--- config.mk ---
export PLATFORM = sky130hd
export DESIGN_NAME = ioexp_target
export DESIGN_NICKNAME = d
export VERILOG_FILES = /design/src/rtl/ioexp_pkg.sv /design/src/rtl/ioexp_sync.sv /design/src/rtl/ioexp_linecond.sv /design/src/rtl/ioexp_busfsm.sv /design/src/rtl/ioexp_regs.sv /design/src/rtl/ioexp_target.sv
export SDC_FILE = /design/constraint.sdc
export NUM_CORES = 1
export LEC_CHECK = 0
export BUFFER_PORTS_ARGS = -buffer_cell sky130_fd_sc_hd__buf_4
export CAP_MARGIN = 20
export CELL_PAD_IN_SITES_DETAIL_PLACEMENT = 0
export CELL_PAD_IN_SITES_GLOBAL_PLACEMENT = 1
export CORE_MARGIN = 2
export CORE_UTILIZATION = 42
export CTS_CLUSTER_DIAMETER = 150
export DETAILED_ROUTE_END_ITERATION = 10
export PLACE_DENSITY_LB_ADDON = 0.1
export SETUP_SLACK_MARGIN = 0.02
export SLEW_MARGIN = 20
export SYNTH_ARGS = -nofsm -noshare
export SYNTH_HDL_FRONTEND = slang
export SYNTH_SLANG_ARGS = --single-unit
--- constraint.sdc ---
create_clock -name clk -period 4.3 [get_ports clk]
set_input_delay 0.43 -clock clk [delete_from_list [all_inputs] [get_ports clk]]
set_output_delay 0.43 -clock clk [all_outputs]
set_load 0.005 [all_outputs]
--- src/rtl/ioexp_pkg.sv ---
package ioexp_pkg;

   typedef enum logic [3:0] {
      ST_IDLE,
      ST_ADDR,
      ST_PTR,
      ST_WDATA,
      ST_ACK,
      ST_RDATA,
      ST_RACK,
      ST_RLOAD,
      ST_HOLD
   } bus_st_e;

   localparam int unsigned REG_IN  = 0;
   localparam int unsigned REG_OUT = 1;
   localparam int unsigned REG_POL = 2;
   localparam int unsigned REG_CFG = 3;
   localparam int unsigned REG_CNT = 4;

endpackage

--- src/rtl/ioexp_sync.sv ---
module ioexp_sync #(
   parameter int unsigned W      = 1,
   parameter int unsigned STAGES = 2,
   parameter logic        RST_V  = 1'b0
) (
   input  logic         clk,
   input  logic         rst_n,
   input  logic [W-1:0] d_i,
   output logic [W-1:0] q_o
);

   logic [W-1:0] stg_q [STAGES];

   for (genvar s = 0; s < STAGES; s++) begin : g_stage
      if (s == 0) begin : g_first
         always_ff @(posedge clk or negedge rst_n) begin
            if (!rst_n) stg_q[s] <= {W{RST_V}};
            else        stg_q[s] <= d_i;
         end
      end else begin : g_next
         always_ff @(posedge clk or negedge rst_n) begin
            if (!rst_n) stg_q[s] <= {W{RST_V}};
            else        stg_q[s] <= stg_q[s-1];
         end
      end
   end

   assign q_o = stg_q[STAGES-1];

endmodule

--- src/rtl/ioexp_linecond.sv ---
module ioexp_linecond (
   input  logic clk,
   input  logic rst_n,
   input  logic scl_s,
   input  logic sda_s,
   output logic scl_rise,
   output logic scl_fall,
   output logic start_det,
   output logic stop_det
);

   logic scl_q, sda_q;

   always_ff @(posedge clk or negedge rst_n) begin
      if (!rst_n) begin
         scl_q <= 1'b1;
         sda_q <= 1'b1;
      end else begin
         scl_q <= scl_s;
         sda_q <= sda_s;
      end
   end

   assign scl_rise  = scl_s & ~scl_q;
   assign scl_fall  = ~scl_s & scl_q;
   assign start_det = scl_s & scl_q & sda_q & ~sda_s;
   assign stop_det  = scl_s & scl_q & ~sda_q & sda_s;

endmodule

--- src/rtl/ioexp_busfsm.sv ---
module ioexp_busfsm
   import ioexp_pkg::*;
#(
   parameter int unsigned W       = 8,
   parameter logic [5:0]  ADDR_HI = 6'b010000
) (
   input  logic         clk,
   input  logic         rst_n,
   input  logic         scl_s,
   input  logic         sda_s,
   input  logic         scl_rise,
   input  logic         scl_fall,
   input  logic         start_det,
   input  logic         stop_det,
   input  logic         addr_sel,
   input  logic [W-1:0] rd_data,
   output logic [W-1:0] ptr,
   output logic         wr_en,
   output logic [W-1:0] wr_data,
   output logic         sda_oe
);

   localparam int unsigned BW = $clog2(W + 1);
   localparam logic [BW-1:0] LAST_BIT = BW'(W - 1);
   localparam logic [BW-1:0] ALL_BITS = BW'(W);

   bus_st_e       st, nxt;
   logic [BW-1:0] bcnt;
   logic [W-1:0]  sh;
   logic          ack_on;
   logic [W-1:0]  byte_in;
   logic [6:0]    own_addr;

   assign byte_in  = {sh[W-2:0], sda_s};
   assign own_addr = {ADDR_HI, addr_sel};

   always_ff @(posedge clk or negedge rst_n) begin
      if (!rst_n) begin
         st      <= ST_IDLE;
         nxt     <= ST_IDLE;
         bcnt    <= '0;
         sh      <= '0;
         ack_on  <= 1'b0;
         ptr     <= '0;
         wr_en   <= 1'b0;
         wr_data <= '0;
         sda_oe  <= 1'b0;
      end else begin
         wr_en <= 1'b0;
         if (stop_det) begin
            st     <= ST_IDLE;
            sda_oe <= 1'b0;
            ack_on <= 1'b0;
         end else if (start_det) begin
            st     <= ST_ADDR;
            bcnt   <= '0;
            sda_oe <= 1'b0;
            ack_on <= 1'b0;
         end else begin
            unique case (st)
               ST_ADDR, ST_PTR, ST_WDATA: begin
                  if (scl_rise) begin
                     sh   <= byte_in;
                     bcnt <= bcnt + 1'b1;
                     if (bcnt == LAST_BIT) begin
                        ack_on <= 1'b0;
                        if (st == ST_ADDR) begin
                           if (byte_in[W-1:1] == own_addr) begin
                              st  <= ST_ACK;
                              nxt <= byte_in[0] ? ST_RDATA : ST_PTR;
                           end else begin
                              st <= ST_IDLE;
                           end
                        end else if (st == ST_PTR) begin
                           ptr <= byte_in;
                           st  <= ST_ACK;
                           nxt <= ST_WDATA;
                        end else begin
                           wr_en   <= 1'b1;
                           wr_data <= byte_in;
                           st      <= ST_ACK;
                           nxt     <= ST_WDATA;
                        end
                     end
                  end
               end
               ST_ACK: begin
                  if (scl_fall) begin
                     if (!ack_on) begin
                        ack_on <= 1'b1;
                        sda_oe <= 1'b1;
                     end else begin
                        ack_on <= 1'b0;
                        bcnt   <= '0;
                        if (nxt == ST_RDATA) begin
                           sh     <= rd_data;
                           sda_oe <= ~rd_data[W-1];
                           st     <= ST_RDATA;
                        end else begin
                           sda_oe <= 1'b0;
                           st     <= nxt;
                        end
                     end
                  end
               end
               ST_RDATA: begin
                  if (scl_rise) begin
                     bcnt <= bcnt + 1'b1;
                  end else if (scl_fall) begin
                     if (bcnt == ALL_BITS) begin
                        sda_oe <= 1'b0;
                        st     <= ST_RACK;
                     end else begin
                        sh     <= {sh[W-2:0], 1'b0};
                        sda_oe <= ~sh[W-2];
                     end
                  end
               end
               ST_RACK: begin
                  if (scl_rise) st <= sda_s ? ST_HOLD : ST_RLOAD;
               end
               ST_RLOAD: begin
                  if (scl_fall) begin
                     bcnt   <= '0;
                     sh     <= rd_data;
                     sda_oe <= ~rd_data[W-1];
                     st     <= ST_RDATA;
                  end
               end
               default: ;
            endcase
         end
      end
   end


   drive_low_chk: assert property (@(posedge clk) disable iff (!rst_n)
      $rose(sda_oe) |-> !scl_s);


   stop_idle_chk: assert property (@(posedge clk) disable iff (!rst_n)
      stop_det |=> (st == ST_IDLE) && !sda_oe);


   hold_release_chk: assert property (@(posedge clk) disable iff (!rst_n)
      (st == ST_HOLD) |-> !sda_oe);


   idle_quiet_chk: assert property (@(posedge clk) disable iff (!rst_n)
      (st == ST_IDLE) |-> !sda_oe);


   ptr_fixed_chk: assert property (@(posedge clk) disable iff (!rst_n)
      (st == ST_WDATA || st == ST_RDATA) |=> $stable(ptr));

endmodule

--- src/rtl/ioexp_regs.sv ---
module ioexp_regs
   import ioexp_pkg::*;
#(
   parameter int unsigned W = 8
) (
   input  logic         clk,
   input  logic         rst_n,
   input  logic         wr_en,
   input  logic [W-1:0] ptr,
   input  logic [W-1:0] wr_data,
   input  logic [W-1:0] pin_s,
   output logic [W-1:0] rd_data,
   output logic [W-1:0] port_out,
   output logic [W-1:0] port_oe
);

   logic [W-1:0] out_q, pol_q, cfg_q;
   logic         ptr_ok;

   assign ptr_ok = (ptr < W'(REG_CNT));

   always_ff @(posedge clk or negedge rst_n) begin
      if (!rst_n) begin
         out_q <= '1;
         pol_q <= '0;
         cfg_q <= '1;
      end else if (wr_en && ptr_ok) begin
         case (ptr)
            W'(REG_OUT): out_q <= wr_data;
            W'(REG_POL): pol_q <= wr_data;
            W'(REG_CFG): cfg_q <= wr_data;
            default: ;
         endcase
      end
   end

   always_comb begin
      rd_data = '1;
      case (ptr)
         W'(REG_IN):  rd_data = pin_s ^ pol_q;
         W'(REG_OUT): rd_data = out_q;
         W'(REG_POL): rd_data = pol_q;
         W'(REG_CFG): rd_data = cfg_q;
         default:     rd_data = '1;
      endcase
   end

   assign port_out = out_q;
   assign port_oe  = ~cfg_q;


   in_write_ignored_chk: assert property (@(posedge clk) disable iff (!rst_n)
      (wr_en && ptr == W'(REG_IN)) |=> $stable(out_q) && $stable(pol_q) && $stable(cfg_q));


   oob_write_ignored_chk: assert property (@(posedge clk) disable iff (!rst_n)
      (wr_en && !ptr_ok) |=> $stable(out_q) && $stable(pol_q) && $stable(cfg_q));


   dir_follow_chk: assert property (@(posedge clk) disable iff (!rst_n)
      (wr_en && ptr == W'(REG_CFG)) |=> (port_oe == ~$past(wr_data)));

endmodule

--- src/rtl/ioexp_target.sv ---
module ioexp_target #(
   parameter int unsigned PORT_W      = 8,
   parameter int unsigned SYNC_STAGES = 2,
   parameter logic [5:0]  ADDR_HI     = 6'b010000
) (
   input  logic              clk,
   input  logic              rst_n,
   input  logic              scl_i,
   input  logic              sda_i,
   output logic              sda_oe,
   input  logic              addr_sel,
   input  logic [PORT_W-1:0] port_in,
   output logic [PORT_W-1:0] port_out,
   output logic [PORT_W-1:0] port_oe
);

   if (PORT_W != 8) begin : g_bad_width
      $error("ioexp_target: PORT_W must be 8 (one bus byte per register)");
   end
   if (SYNC_STAGES < 2) begin : g_bad_sync
      $error("ioexp_target: SYNC_STAGES must be at least 2");
   end

   logic [1:0]        line_s;
   logic              scl_s, sda_s;
   logic              scl_rise, scl_fall, start_det, stop_det;
   logic [PORT_W-1:0] pin_s, rd_data, ptr, wr_data;
   logic              wr_en;

   ioexp_sync #(.W(2), .STAGES(SYNC_STAGES), .RST_V(1'b1)) u_line_sync (
      .clk   (clk),
      .rst_n (rst_n),
      .d_i   ({scl_i, sda_i}),
      .q_o   (line_s)
   );
   assign scl_s = line_s[1];
   assign sda_s = line_s[0];

   ioexp_sync #(.W(PORT_W), .STAGES(SYNC_STAGES), .RST_V(1'b0)) u_pin_sync (
      .clk   (clk),
      .rst_n (rst_n),
      .d_i   (port_in),
      .q_o   (pin_s)
   );

   ioexp_linecond u_cond (
      .clk       (clk),
      .rst_n     (rst_n),
      .scl_s     (scl_s),
      .sda_s     (sda_s),
      .scl_rise  (scl_rise),
      .scl_fall  (scl_fall),
      .start_det (start_det),
      .stop_det  (stop_det)
   );

   ioexp_busfsm #(.W(PORT_W), .ADDR_HI(ADDR_HI)) u_fsm (
      .clk       (clk),
      .rst_n     (rst_n),
      .scl_s     (scl_s),
      .sda_s     (sda_s),
      .scl_rise  (scl_rise),
      .scl_fall  (scl_fall),
      .start_det (start_det),
      .stop_det  (stop_det),
      .addr_sel  (addr_sel),
      .rd_data   (rd_data),
      .ptr       (ptr),
      .wr_en     (wr_en),
      .wr_data   (wr_data),
      .sda_oe    (sda_oe)
   );

   ioexp_regs #(.W(PORT_W)) u_regs (
      .clk      (clk),
      .rst_n    (rst_n),
      .wr_en    (wr_en),
      .ptr      (ptr),
      .wr_data  (wr_data),
      .pin_s    (pin_s),
      .rd_data  (rd_data),
      .port_out (port_out),
      .port_oe  (port_oe)
   );

endmodule

==> flow_metrics.py, run 1 <==
metrics = {
    "layout": {
        "final_common_cell": "dfrtp_1",
        "nFillCells": 848,
        "layout-drive-gt1-share_pct": 30.9,
        "antenna-diode-count": 0,
        "utilization_pct": 48.4,
        "mostFrequentLayoutCells": "dfrtp_1 (61), mux2_2 (37), buf_4 (32)",
        "area_growth_pct": 12.8,
        "final_nets": 389,
    },
    "floorplanning": {
        "fp-row-count": 35,
        "io_pins": 30,
        "die_w_um": 101,
        "die_h_um": 101,
        "die_area_sq_mm": 0.0102,
        "core_area_sq_mm": 0.00920,
        "start_util_pct": 42.9,
    },
    "placement": {
        "hpwl_um": 6020,
        "numPortBuffers": 29,
        "gp_congestion": 0.826,
    },
    "routing": {
        "drt_wl_total_um": 8970,
        "post_drt_wl_per_cell_um": 18.3,
        "viasPerCell": 5.61,
        "drt-initial-drc-count": 84,
        "first_pass_iters": 4,
        "vias": 2749,
        "drc": 0,
        "ant_nets": 0,
    },
    "setup_path": {
        "worst_ep_required_time_ns": 4.55,
        "cp-start-kind": "flop",
        "cp-end-kind": "flop",
        "critical_path.max_fanout": 10,
        "worst-setup-path-type": "reg -> reg",
        "cp_data_arrival_time_ns": 2.66,
    },
    "sta": {
        "rsz0062_at_grt": "false",
        "tns_ns": 0,
        "period_needed_ns": 2.41,
        "finalClockSkew_ns": 0.00939,
        "fin_crit_sh_pct": 56.0,
        "final-hold-violation-count": 0,
        "max_freq_mhz": 415,
        "final-max-slew-violation-count": 0,
        "worst_slew_pin_slew_ns": 0.794,
        "finalSetupViolCount": 0,
        "max-slew-margin-rel_pct": 47.1,
    },
    "logic_synthesis": {
        "synth-xor-area-share_pct": 0.444,
        "synth_flop_cell": "dfrtp_1",
        "synthTopCellsByArea": "dfrtp_1 (39%), dfstp_2 (15%), mux2_2 (11%)",
        "synth-seq-cells": 83,
        "yosysWarningCount": 0,
        "synth.distinct_cells": 57,
        "synth-simple-area-share_pct": 13.4,
        "syn_nets": 363,
        "avgSynthCellArea_sq_um": 11.3,
        "async_reset_ff_share_pct": 100,
        "synth_top_area_share_pct": 38.7,
        "synth_top_family_by_area": "multiplexers",
        "netlist_instances": 348,
        "synth_mux_area_share_pct": 14.3,
        "yosysSeqAreaShare_pct": 53.3,
        "synth_area_leader_cell": "dfrtp_1",
        "synth-compound-area-share_pct": 13.9,
        "syn-cell-area_sq_mm": 0.00395,
        "synth-edff-count": 0,
        "synthAdderAreaFrac_pct": 0.634,
    },
    "clock_tree": {
        "cts_root_buf": "clkbuf_8",
        "path_clk_slew_ns": 0.10,
        "hold_buffers": 0,
        "cts_max_level": 3,
        "post_cts_buffers": 0,
        "cts_max_path_buffers": 2,
        "cts_made_buffers": 9,
        "ctsResizeCount": 0,
        "cts_sinks": 83,
        "clock_latency_ns": 0.36,
        "cts_tree": "built",
    },
    "pwr": {
        "leakage_nw": 1.93,
        "clkPwrFrac_pct": 28.2,
        "pwr-share-comb_pct": 25.9,
        "irDropWorstVdd_mv": 0.186,
        "p_int_mw": 1.38,
        "p_sw_mw": 0.748,
        "power_density_mw_per_mm2": 478,
        "seqPwrFrac_pct": 45.9,
        "p_sw_share_pct": 35.1,
    },
    "min_path": {
        "min_path_type": "in -> async",
    },
    "global_routing": {
        "antenna_found_initial": 0,
        "grt_pass1_vias": 2672,
        "grt_max_degree": 46,
        "grt_first_pass_wirelength_um": 14800,
        "grt_overflow": 0,
        "grtUsageTotal_pct": 19.1,
    },
    "run_status": {
        "status": "completed",
    },
    "run": {
        "maxCapViolCount": 0,
    },
}
-- layer usage --
layer | vias to the layer above | global-route usage [%] | wire (um)
li1 | 1314 | - | -
met1 | 1382 | 26.7 | 4370
met2 | 40 | 30.1 | 4240
met3 | 13 | 2.98 | 192
met4 | 0 | 7.07 | 166
met5 | - | 0 | 0
-- power by group through the flow --
stage | combinational [mW] | sequential [mW] | clock, mW
CTS | 0.555 | 0.976 | 0.617
finish | 0.552 | 0.977 | 0.599
global placement | 0.556 | 0.988 | 0
global route | 0.615 | 0.996 | 0.658
detailed placement | 0.554 | 0.991 | 0
floorplan | 0.445 | 0.930 | 0
-- metrics by stage --
stage / hold slack (ns) / total power, mW / setup WS (ns) / area, sq um / instances
2_1_floorplan: 0.134 / 1.38 / 2.28 / 3950 / 348
3_3_place_gp: 0.332 / 1.54 / 1.91 / 4250 / 474
3_5_place_dp: 0.335 / 1.55 / 1.84 / 4250 / 474
4_1_cts: 0.0898 / 2.15 / 1.84 / 4450 / 490
5_1_grt: 0.102 / 2.27 / 1.77 / 4450 / 490
6_report: 0.0690 / 2.13 / 1.89 / 4450 / 490
-- path summary, 6_finish.rpt --
path / from / endpoint / slack (ns) / cells after the start
setup / recovery: u_fsm.ptr[5]$_DFFE_PN0P_ / u_regs.pol_q[2]$_DFFE_PN0P_ / 1.89 / 5
hold / removal: rst_n / u_fsm.st[0]$_DFFE_PN0P_ / 0.07 / 1
setup reg to reg: u_fsm.ptr[5]$_DFFE_PN0P_ / u_regs.pol_q[2]$_DFFE_PN0P_ / 1.89 / 5
hold reg to reg: u_pin_sync.stg_q[15]$_DFF_PN0_ / u_pin_sync.q_o[7]$_DFF_PN0_ / 0.35 / 0
max in group asynchronous: rst_n / u_regs.cfg_q[3]$_DFFE_PN1P_ / 3.26 / 2
min in group clk: port_in[5] / u_pin_sync.stg_q[13]$_DFF_PN0_ / 0.17 / 1
-- cells by family (layout without fill, tap and decap cells) --
logic type	after synthesis	count (layout)
buf+inv	39	70
flops	83	83
mux	51	51
xor+xnor	2	2
fa+ha+maj	2	2
simple gates	87	87
compound gates	84	84
-- critical path, cell delays in order (launching register included) --
cell	delay (ns)
dfrtp_1	0.39
or4_4	0.55
nor3_4	0.51
nand3_4	0.16
nor2_4	0.31
mux2_2	0.38
-- final cells by class --
| type | instances | area [sq um] | area share [%] |
|---|---|---|---|
| multi-input cells | 226 | 1680 | 37.8 |
| clock buffers | 9 | 124 | 2.78 |
| flip-flops and latches | 83 | 2100 | 47.2 |
| inverters | 22 | 82.6 | 1.85 |
| repair buffers | 32 | 240 | 5.39 |
| well taps | 111 | 139 | 3.12 |
| clock inverters | 7 | 81.3 | 1.83 |
-- synthesized netlist by cell type, types with 2 or more instances --
library cell  number
clkbuf_1          10
dfrtp_1           61
dfstp_2           22
a22oi_1            5
a21oi_1           13
nand3b_1           4
a31oi_1           13
and3_1             2
nor2_1            15
nand2b_1           8
mux2_2            37
nor2b_1           16
nand2_1           18
a221oi_1           3
o211a_1            2
buf_2              5
or3_1              2
ha_1               2
nor2_4             2
o22ai_1            8
mux2i_1           12
o31ai_1            2
nor3_1             4
inv_1             22
o21ai_0           23
nand3_1            4
xnor2_1            2
o2111ai_1          2
-- flip-flops by register name, indices dropped and copies added (netlist names) --
name               cells
u_cond.sda_q           1
u_regs.port_out        8
u_line_sync.stg_q      2
u_pin_sync.q_o         8
u_cond.scl_q           1
u_fsm.st               4
u_fsm.ptr              8
u_fsm.bcnt             4
u_fsm.ack_on           1
u_fsm.sda_oe           1
u_pin_sync.stg_q       8
u_regs.pol_q           8
u_fsm.nxt              3
u_fsm.sh               7
u_fsm.wr_en            1
u_line_sync.q_o        2
u_fsm.wr_data          8
u_regs.cfg_q           8
No activity file was read; power rests on OpenSTA's default activity.
==> inputs of run 2 (changes only) <==
ABC_AREA = 1   (was not set)
clock period = 2.4 ns   (was 4.3 ns; I/O delays follow)
==> flow_metrics.py, run 2 <==
metrics = {
    "pwr": {
        "irDropWorstVdd_mv": 0.420,
        "power_density_mw_per_mm2": 747,
        "leakage_nw": 2.30,
    },
    "global_routing": {
        "grt_first_pass_wirelength_um": 15500,
        "antenna_found_initial": 0,
        "grt_pass1_vias": 3063,
        "grt_overflow": 0,
        "grt_max_degree": 41,
        "grtUsageTotal_pct": 20.1,
    },
    "routing": {
        "post_drt_wl_per_cell_um": 14.4,
        "ant_nets": 0,
        "first_pass_iters": 4,
        "drt_wl_total_um": 9440,
        "drt-initial-drc-count": 170,
        "drc": 0,
        "viasPerCell": 4.82,
        "vias": 3170,
    },
    "setup_path": {
        "crit_slowest_cell": "dfstp_2",
        "worst-setup-path-type": "reg -> reg",
        "critical_path.max_fanout": 16,
        "cp-end-kind": "flop",
        "crit_path_max_incr_delay_ns": 0.55,
        "cp_data_arrival_time_ns": 2.04,
        "worst_ep_required_time_ns": 2.64,
        "cp-start-kind": "flop",
        "cp_cell_sequence": "inv_1 -> nor2_2 -> inv_1 -> nor2_2 -> nand3_1 -> nor2_1 -> a21oi_1",
        "path_buf_inv": 2,
        "cp_top_family": "simple AND/OR/NAND/NOR gates",
        "reg2reg_depth": 7,
        "rr_startpoint": "u_line_sync.q_o[1]$_DFF_PN1_",
        "reg2reg_slack_ns": 0.60,
        "r2r-end": "u_fsm.ptr[6]$_DFFE_PN0P_",
    },
    "clock_tree": {
        "clock_latency_ns": 0.36,
        "cts_sinks": 83,
        "path_clk_slew_ns": 0.09,
        "cts_max_level": 3,
        "cts_max_path_buffers": 2,
        "ctsResizeCount": 0,
        "cts_root_buf": "clkbuf_8",
        "cts_made_buffers": 9,
        "cts_tree": "built",
    },
    "placement": {
        "numPortBuffers": 29,
        "gp_congestion": 0.831,
        "hpwl_um": 6990,
        "post-place-ws_ns": 0.588,
    },
    "logic_synthesis": {
        "synthTopCellsByArea": "dfrtp_1 (38%), dfstp_2 (15%), nand2_1 (12%)",
        "yosysWarningCount": 0,
        "netlist_top_cells_count": "nand2_1 (123), inv_1 (67), dfrtp_1 (61), nor2_1 (55), o21ai_0 (38)",
        "synth-edff-count": 0,
        "synth-seq-cells": 83,
        "syn_nets": 503,
        "avgSynthCellArea_sq_um": 8.14,
        "synth.distinct_cells": 30,
        "synth_area_leader_cell": "dfrtp_1",
        "synth_top_area_share_pct": 38.4,
        "netlist_instances": 488,
        "synth_flop_cell": "dfrtp_1",
        "async_reset_ff_share_pct": 100,
        "yosysSeqAreaShare_pct": 53.0,
        "synth.most_common_cell": "nand2_1",
        "syn-cell-area_sq_mm": 0.00397,
    },
    "floorplanning": {
        "fp-row-count": 35,
        "die_area_sq_mm": 0.0103,
        "die_h_um": 101,
        "core_area_sq_mm": 0.00920,
        "die_w_um": 101,
        "start_util_pct": 43.2,
        "io_pins": 30,
    },
    "layout": {
        "layout-drive-gt1-share_pct": 20.5,
        "area_growth_pct": 17.3,
        "multiInputGateArea_sq_mm": 0.00154,
        "mostFrequentLayoutCells": "nand2_1 (123), inv_1 (67), dfrtp_1 (61)",
        "final_nets": 556,
        "antenna-diode-count": 0,
        "nFillCells": 915,
        "final_common_cell": "nand2_1",
        "register_area_sq_mm": 0.00210,
        "utilization_pct": 50.7,
    },
    "min_path": {
        "hp-start": "u_pin_sync.stg_q[11]$_DFF_PN0_",
        "min_path_type": "reg -> reg",
        "min_to": "u_pin_sync.q_o[3]$_DFF_PN0_",
        "hold_depth": 0,
    },
    "sta": {
        "fin_crit_sh_pct": 75.2,
        "max-slew-margin-rel_pct": 63.6,
        "max_freq_mhz": 554,
        "finalSetupViolCount": 0,
        "final-hold-violation-count": 0,
        "worst_slew_pin_slew_ns": 0.545,
        "fin_ws_ns": 0.595,
        "tns_ns": 0,
        "rsz0062_at_grt": "false",
        "final-max-slew-violation-count": 0,
        "period_needed_ns": 1.80,
        "finalClockSkew_ns": 0.00908,
    },
    "run_status": {
        "status": "completed",
    },
    "run": {
        "maxCapViolCount": 0,
    },
}
run 2: where the power goes:
group	switching (mW)	internal, mW	total [mW]
logic	0.587	0.304	0.891
registers	0.139	1.52	1.66
clock network	0.523	0.408	0.931
total	1.25	2.23	3.48
run 2: repair_timing:
item,in CTS,in global routing
buffers inserted,0,0
hold buffers,11,0
hold endpoints to repair,32,0
run 2: worst max-delay path by stage:
| stage | from | endpoint | slack (ns) | depth (start not counted) |
|---|---|---|---|---|
| after floorplan | u_line_sync.q_o[1]$_DFF_PN1_ | u_fsm.wr_data[7]$_DFFE_PN0P_ | 0.79 | 10 |
| final | u_line_sync.q_o[1]$_DFF_PN1_ | u_fsm.ptr[6]$_DFFE_PN0P_ | 0.60 | 7 |
| after detailed placement | u_line_sync.q_o[0]$_DFF_PN1_ | u_fsm.sh[5]$_DFFE_PN0P_ | 0.59 | 10 |
| after global placement | u_line_sync.q_o[0]$_DFF_PN1_ | u_fsm.sh[5]$_DFFE_PN0P_ | 0.61 | 10 |
| after CTS | u_line_sync.q_o[0]$_DFF_PN1_ | u_fsm.sh[5]$_DFFE_PN0P_ | 0.58 | 10 |
| after global routing | u_line_sync.q_o[1]$_DFF_PN1_ | u_fsm.ptr[0]$_DFFE_PN0P_ | 0.39 | 7 |
run 2: layer usage:
layer | wire length (um) | share of wire, % | GRT usage (%) | up-vias
met4 | 136 | 1.4 | 6.55 | 0
met3 | 408 | 4.3 | 4.14 | 11
met1 | 4870 | 52 | 29.9 | 1471
met2 | 4020 | 43 | 29.4 | 58
li1 | - | - | - | 1630
met5 | 0 | 0 | 0 | -
run 2: metrics by stage:
| stage | area [sq um] | std cells | hold slack [ns] | total power [mW] |
|---|---|---|---|---|
| 6_report | 4660 | 657 | 0.355 | 3.48 |
| 5_1_grt | 4660 | 657 | 0.367 | 3.74 |
| 4_1_cts | 4660 | 657 | 0.355 | 3.53 |
| 3_5_place_dp | 4370 | 630 | 0.256 | 2.57 |
| 3_3_place_gp | 4370 | 630 | 0.246 | 2.57 |
| 2_1_floorplan | 3970 | 488 | -0.0556 | 2.30 |
run 2: cell families (layout without fill, tap and decap cells):
logic type / Yosys count / after routing / synth area share (%)
and+or+nand+nor: 239 / 239 / 25.9
AOI/OAI and AO/OA: 69 / 69 / 9.95
DFF: 83 / 83 / 53.0
adders and majority gates: 2 / 2 / 0.630
buffers and inverters: 85 / 143 / 8.41
xor gates and xnor gates: 10 / 10 / 2.20
run 2: area by class of cell:
type / instances / area share (%)
Multi-Input combinational cell: 320 / 32.9
Clock inverter: 5 / 0.805
Sequential cell: 83 / 45.2
Inverter: 78 / 6.34
Timing Repair Buffer: 49 / 8.75
Clock buffer: 11 / 3.03
Tap cell: 111 / 2.98
run 2: worst register-to-register path: cells and delay by family (launching register included):
family | cells | cell delay, ns
AND/OR/NAND/NOR | 4 | 0.92
buffers and inverters | 2 | 0.16
flip-flops | 1 | 0.55
AO/OA/AOI/OAI | 1 | 0.06
